**src/rtl/bcdx_pkg.sv**
```systemverilog
package bcdx_pkg;

    localparam int DIG_W = 4;
    localparam logic [DIG_W-1:0] XS_BIAS = 4'd6;

    // one candidate digit together with its own 4-bit carry
    typedef struct packed {
        logic [DIG_W-1:0] dig;
        logic             cy;
    } cand_t;

    // both candidates of a position plus its propagate flag
    typedef struct packed {
        cand_t c0;
        cand_t c1;
        logic  prop;
    } pair_t;

    // correct a raw 5-bit digit sum into a BCD candidate
    function automatic cand_t fix_digit(input logic [DIG_W:0] raw);
        cand_t r;
        r.cy  = raw[DIG_W];
        r.dig = r.cy ? raw[DIG_W-1:0] : (raw[DIG_W-1:0] - XS_BIAS);
        return r;
    endfunction

endpackage

```
**src/rtl/bcdx_digit_pre.sv**
```systemverilog
module bcdx_digit_pre
    import bcdx_pkg::*;
(
    input  logic [DIG_W-1:0] a_x6_i,
    input  logic [DIG_W-1:0] b_i,
    output pair_t            pair_o
);

    logic [DIG_W:0] raw0;
    logic [DIG_W:0] raw1;

    always_comb begin
        raw0        = {1'b0, a_x6_i} + {1'b0, b_i};
        raw1        = raw0 + 5'd1;
        pair_o.c0   = fix_digit(raw0);
        pair_o.c1   = fix_digit(raw1);
        pair_o.prop = (raw0[DIG_W-1:0] == 4'hF) && !raw0[DIG_W];
    end

    // both candidates are BCD when the operands are legal
    always_comb begin
        if (a_x6_i >= XS_BIAS && b_i <= 4'd9) begin
            a_r4_cand_bcd: assert (pair_o.c0.dig <= 4'd9 && pair_o.c1.dig <= 4'd9);
            // a generating pair still carries when a carry also arrives
            a_r7_cand_mono: assert (!pair_o.c0.cy || pair_o.c1.cy);
        end
    end

endmodule

```
**src/rtl/bcdx_prefix.sv**
```systemverilog
module bcdx_prefix #(
    parameter int N = 32
) (
    input  logic [N-1:0] gen_i,
    input  logic [N-1:0] prop_i,
    output logic [N:0]   carry_o
);

    localparam int LV = (N > 1) ? $clog2(N) : 1;

    logic [N-1:0] gl [0:LV];
    logic [N-1:0] pl [0:LV-1];

    assign gl[0] = gen_i;
    assign pl[0] = prop_i;

    genvar lv, i;
    generate
        for (lv = 0; lv < LV; lv++) begin : g_lvl
            localparam int D = 1 << lv;
            for (i = 0; i < N; i++) begin : g_cell
                if (i >= D) begin : g_merge
                    assign gl[lv+1][i] = gl[lv][i] | (pl[lv][i] & gl[lv][i-D]);
                    if (lv + 1 < LV) begin : g_pm
                        assign pl[lv+1][i] = pl[lv][i] & pl[lv][i-D];
                    end
                end else begin : g_pass
                    assign gl[lv+1][i] = gl[lv][i];
                    if (lv + 1 < LV) begin : g_pp
                        assign pl[lv+1][i] = pl[lv][i];
                    end
                end
            end
        end
    endgenerate

    assign carry_o = {gl[LV], 1'b0};

    // tree carries match the digit-serial recurrence
    always_comb begin
        for (int k = 0; k < N; k++) begin
            a_r8_ripple_eq: assert (carry_o[k+1] == (gen_i[k] | (prop_i[k] & carry_o[k])));
            // a generating digit always carries onward
            a_r7_gen_out: assert (!gen_i[k] || carry_o[k+1]);
            // group propagate can only hold where the digit itself propagates
            a_r8_grp_prop: assert (!pl[LV-1][k] || prop_i[k]);
        end
    end

endmodule

```
**src/rtl/bcdx_select.sv**
```systemverilog
module bcdx_select
    import bcdx_pkg::*;
#(
    parameter int N = 32
) (
    input  pair_t             pair_i [N],
    input  logic [N-1:0]      cin_i,
    output logic [DIG_W*N-1:0] sum_o
);

    genvar i;
    generate
        for (i = 0; i < N; i++) begin : g_sel
            assign sum_o[DIG_W*i +: DIG_W] = cin_i[i] ? pair_i[i].c1.dig : pair_i[i].c0.dig;
        end
    endgenerate

endmodule

```
**src/rtl/bcdx_adder.sv**
```systemverilog
module bcdx_adder
    import bcdx_pkg::*;
#(
    parameter int NDIG = 32
) (
    input  logic                  clk,
    input  logic                  rst,
    input  logic [4*NDIG-1:0]     a_x6,
    input  logic [4*NDIG-1:0]     b_bcd,
    output logic [4*NDIG-1:0]     sum_bcd,
    output logic                  cout
);

    localparam int W = DIG_W * NDIG;

    pair_t            pair [NDIG];
    logic [NDIG-1:0]  gen;
    logic [NDIG-1:0]  prop;
    logic [NDIG:0]    carry;
    logic [W-1:0]     sum_d;

    genvar i;
    generate
        for (i = 0; i < NDIG; i++) begin : g_dig
            bcdx_digit_pre u_pre (
                .a_x6_i (a_x6[DIG_W*i +: DIG_W]),
                .b_i    (b_bcd[DIG_W*i +: DIG_W]),
                .pair_o (pair[i])
            );
            assign gen[i]  = pair[i].c0.cy;
            assign prop[i] = pair[i].prop;
        end
    endgenerate

    bcdx_prefix #(.N(NDIG)) u_pfx (
        .gen_i   (gen),
        .prop_i  (prop),
        .carry_o (carry)
    );

    bcdx_select #(.N(NDIG)) u_sel (
        .pair_i (pair),
        .cin_i  (carry[NDIG-1:0]),
        .sum_o  (sum_d)
    );

    always_ff @(posedge clk) begin
        if (rst) begin
            sum_bcd <= '0;
            cout    <= 1'b0;
        end else begin
            sum_bcd <= sum_d;
            cout    <= carry[NDIG];
        end
    end

    function automatic logic ops_legal(input logic [W-1:0] a, input logic [W-1:0] b);
        logic ok = 1'b1;
        for (int k = 0; k < NDIG; k++)
            if (a[4*k +: 4] < 4'd6 || b[4*k +: 4] > 4'd9) ok = 1'b0;
        return ok;
    endfunction

    function automatic logic all_bcd(input logic [W-1:0] s);
        logic ok = 1'b1;
        for (int k = 0; k < NDIG; k++)
            if (s[4*k +: 4] > 4'd9) ok = 1'b0;
        return ok;
    endfunction

    function automatic logic all_nine_pairs(input logic [W-1:0] a, input logic [W-1:0] b);
        logic ok = 1'b1;
        for (int k = 0; k < NDIG; k++)
            if (({1'b0, a[4*k +: 4]} + {1'b0, b[4*k +: 4]}) != 5'd15) ok = 1'b0;
        return ok;
    endfunction

    function automatic logic all_nines(input logic [W-1:0] s);
        logic ok = 1'b1;
        for (int k = 0; k < NDIG; k++)
            if (s[4*k +: 4] != 4'd9) ok = 1'b0;
        return ok;
    endfunction

    // registered digits are BCD after legal operands
    a_r4_out_bcd: assert property (@(posedge clk) disable iff (rst)
        (!$past(rst) && ops_legal($past(a_x6), $past(b_bcd))) |-> all_bcd(sum_bcd));

    // a chain of nine-pairs with no seed yields nines and no carry
    a_r6_nine_chain: assert property (@(posedge clk) disable iff (rst)
        (!$past(rst) && all_nine_pairs($past(a_x6), $past(b_bcd))) |-> (!cout && all_nines(sum_bcd)));

    // top pair summing to ten or more forces the carry out
    a_r7_top_gen: assert property (@(posedge clk) disable iff (rst)
        (!$past(rst) && (({1'b0, $past(a_x6[W-1 -: 4])} + {1'b0, $past(b_bcd[W-1 -: 4])}) >= 5'd16))
        |-> cout);

endmodule

```
**config.mk**
```make
export PLATFORM = sky130hd
export DESIGN_NAME = bcdx_adder
export DESIGN_NICKNAME = d
export VERILOG_FILES = /design/src/rtl/bcdx_pkg.sv /design/src/rtl/bcdx_digit_pre.sv /design/src/rtl/bcdx_prefix.sv /design/src/rtl/bcdx_select.sv /design/src/rtl/bcdx_adder.sv
export SDC_FILE = /design/constraint.sdc
export NUM_CORES = 1
export LEC_CHECK = 0
export BUFFER_PORTS_ARGS = -buffer_cell sky130_fd_sc_hd__buf_2
export CELL_PAD_IN_SITES_DETAIL_PLACEMENT = 1
export CELL_PAD_IN_SITES_GLOBAL_PLACEMENT = 1
export CORE_ASPECT_RATIO = 0.9
export CORE_MARGIN = 4
export CORE_UTILIZATION = 38
export CTS_BUF_LIST = sky130_fd_sc_hd__clkbuf_4 sky130_fd_sc_hd__clkbuf_8
export DETAILED_ROUTE_END_ITERATION = 10
export PLACE_DENSITY_LB_ADDON = 0.1
export SLEW_MARGIN = 20
export SYNTH_ARGS = -nofsm -noshare
export SYNTH_HDL_FRONTEND = slang
export SYNTH_SLANG_ARGS = --single-unit
```
**constraint.sdc**
```tcl
create_clock -name clk -period 7.23 [get_ports clk]
set_input_delay 2.169 -clock clk [delete_from_list [all_inputs] [get_ports clk]]
set_output_delay 2.169 -clock clk [all_outputs]
set_load 0.02 [all_outputs]
```
==> summary.txt <==
Finish
  – Fin util: 46.5%
  – Layout cell share with drive strength beyond 1: 23.1%
  – Reg area: 2580 um^2
  – Area of the multi-input gates: 10800 um^2
  – Post-Layout Cell Count: 2522
  – Fill count: 4498
  – Syn-to-layout area delta: 20.3%
  – Fin area: 16800 um^2
  – Final #Nets: 2574

Timing
  – Hold_ws: 2000 ps
  – Setup TNS: 0 ps
  – Setup violations, final: 0
  – Max frequency: 0.170 GHz
  – Slew headroom: 37.6%
  – Slew @ Worst Pin: 935 ps
  – Final Max Slew Viols: 0
  – Min Tclk post-route: 5890 ps
  – Hold violation count in the final report: 0
  – RSZ-0062 raised after global routing: no
  – Period utilization: 81.5%

Die
  – Vert. Die Dim: 190 um
  – Core area: 36300 um^2
  – Ports: 387
  – Standard-cell rows: 66
  – Die Wd: 210 um
  – Starting Density: 38.6%
  – Die area: 40000 um^2

Setup path
  – CP Data Required Time: 7580 ps
  – Worst-path maximum fanout: 8
  – Critical path class: in -> reg
  – Crit end category: register
  – CP Data Arrival Time: 6240 ps
  – Startpoint Class: input port

Synthesis
  – Synthesized instance count: 1652
  – Sequential-to-total area share from yosys stat: 18.4%
  – Synth area leaders: ha_1 (23%), dfxtp_1 (18%), xnor2_1 (9.3%), xor2_1 (6.1%), nor2_1 (4.6%)
  – Post-synth top area share: 22.6%
  – Synthesized area: 14000 um^2
  – Yosys warning count: 0
  – Syn nets: 2195
  – FFs w/ async S/R, synth: 0%
  – Synth Register Bits: 129
  – Syn avg cell area: 8.47 um^2
  – Largest area contributor in the synthesized netlist: ha_1
  – Synth Flop Type: dfxtp_1
  – Distinct cells, synth: 65
  – EDFF count, synth: 0

Clocking
  – Clock root buffer: clkbuf_8
  – Clock buffer depth: 2
  – Clock Pin Slew Worst Setup and Hold Paths: 80 ps
  – Setup bufs post-CTS: 0
  – CTS Hold Bufs: 0
  – CTS tree: yes
  – H-tree depth: 4
  – Cts bufs inserted: 17
  – Post-CTS Resized: 0
  – # clock sinks: 129

Pwr
  – PD cells: 218 nW/um^2
  – Leakage Power: 8.73 nW
  – Peak VDD IR: 119 uV

Detailed routing
  – Remaining antenna violation count: 0
  – Initial DRC Count: 296
  – DRT Pass-1 Iters: 6
  – Drt drc: 0
  – Drt wl/cell: 16.8 um
  – Vias: 12624
  – Vias per cell: 5.01
  – Final wirelength: 42400 um

Global route
  – First-pass GRT wire length: 68100 um
  – Vias in the first global route: 13592
  – Grt ovf: 0
  – GRT Util Overall: 20.8%
  – Largest net degree at the start of global routing: 81
  – Initial antenna violation count: 6

Placed design
  – Area after DPL: 16400 um^2
  – GPL Wtd Cong: 0.829
  – Placed cell count: 2488
  – # port buffers: 386
  – Detailed placement HPWL: 36200 um

Flow run
  – Max cap viols: 0

Hold path
  – Hold crit path type: in -> reg

Status
  – Outcome: complete, no violations
==> Yosys cell counts (all sizes together) (22+ instances only) <==
cell type,count
a211oi,39
a21o,54
a21oi,107
and3,37
clkbuf,25
dfxtp,129
fa,32
ha,253
inv,139
mux2i,27
nand2,140
nand2b,40
nor2,174
nor2b,44
nor3,22
o21ai,42
xnor2,148
xor2,97
==> cell type report <==
class | count | area share (%)
Clock buffer | 21 | 1.64
Clock inverter | 11 | 0.810
Tap cell | 476 | 3.54
Antenna cell | 2 | 0.0297
Sequential cell | 129 | 15.3
Timing Repair Buffer | 388 | 11.6
Multi-Input combinational cell | 1356 | 64.0
Inverter | 139 | 3.10
==> report_power, final <==
| group | switching (W) | leakage, nW | internal (W) |
|---|---|---|---|
| Sequential | 0.0000530 | 1.08 | 0.000865 |
| Clock | 0.000337 | 0.216 | 0.000364 |
| Combinational | 0.00119 | 7.44 | 0.000868 |
| Total | 0.00158 | 8.73 | 0.00210 |
==> path summary, 6_finish.rpt <==
| path | start | depth (start not counted) | endpoint |
|---|---|---|---|
| hold / removal | b_bcd[0] | 3 | sum_bcd[0] |
| setup / recovery | a_x6[12] | 18 | sum_bcd[117] |
==> cell families after synthesis <==
logic type / Yosys count / share of synthesized area [%]
adders and majority gates: 285 / 27.2
xor gates and xnor gates: 245 / 15.3
muxes: 41 / 3.06
DFF: 129 / 18.4
AOI/OAI and AO/OA: 296 / 15.1
and+or+nand+nor: 489 / 16.4
buffers and inverters: 167 / 4.55
==> sequential cells by signal, indices dropped and copies added, names as in the netlist <==
signal	flops
cout	1
sum_bcd	128
==> metal layers <==
metal / vias up / part of all wire, % / track usage, %
li1: 6363 / - / -
met1: 5968 / 44 / 25.8
met2: 236 / 48 / 36.6
met3: 47 / 5.6 / 5.42
met4: 10 / 1.5 / 4.54
met5: - / 0.16 / 0
==> critical path, cell delays in order <==
cell and delay (ps):
buf_2 80, ha_1 150, inv_1 50, fa_1 390
nand2b_1 180, a21oi_2 340, inv_1 110, ha_1 230
and2_1 190, o311a_4 130, a2111oi_4 590, nor2_2 170
o31ai_4 440, a211oi_4 150, o21ai_4 340, o221ai_2 250
nor2_1 190, a211oi_2 60
==> metrics by stage <==
step / worst slack (ps) / total power (W)
final: 1340 / 0.00368
after global routing: 998 / 0.00400
after CTS: 1340 / 0.00373
after detailed placement: 773 / 0.00300
after global placement: 869 / 0.00295
after floorplan: 1420 / 0.00241
==> cell usage in the layout, fill, tap and decap left out, drive strengths merged, types with 3 or more instances in the layout <==
cell | netlist | layout
clkinv | 0 | 7
clkbuf | 25 | 21
nand2 | 140 | 140
nand2b | 40 | 40
a21oi | 107 | 107
a31oi | 6 | 6
o21ai | 42 | 42
nand3 | 5 | 5
dfxtp | 129 | 129
and3 | 37 | 37
inv | 139 | 139
o31ai | 3 | 3
mux2 | 14 | 14
ha | 253 | 253
a21o | 54 | 54
or2 | 6 | 6
o21a | 11 | 11
o221ai | 4 | 4
buf | 3 | 388
o21bai | 4 | 4
a211oi | 39 | 39
nor2b | 44 | 44
a311oi | 7 | 7
fa | 32 | 32
and2 | 9 | 9
nor2 | 174 | 174
bufinv | 0 | 3
xor2 | 97 | 97
o31a | 5 | 5
nor3 | 22 | 22
or3 | 4 | 4
mux2i | 27 | 27
nand4 | 4 | 4
xnor2 | 148 | 148
o211ai | 3 | 3
No activity file was read; power rests on OpenSTA's default activity.
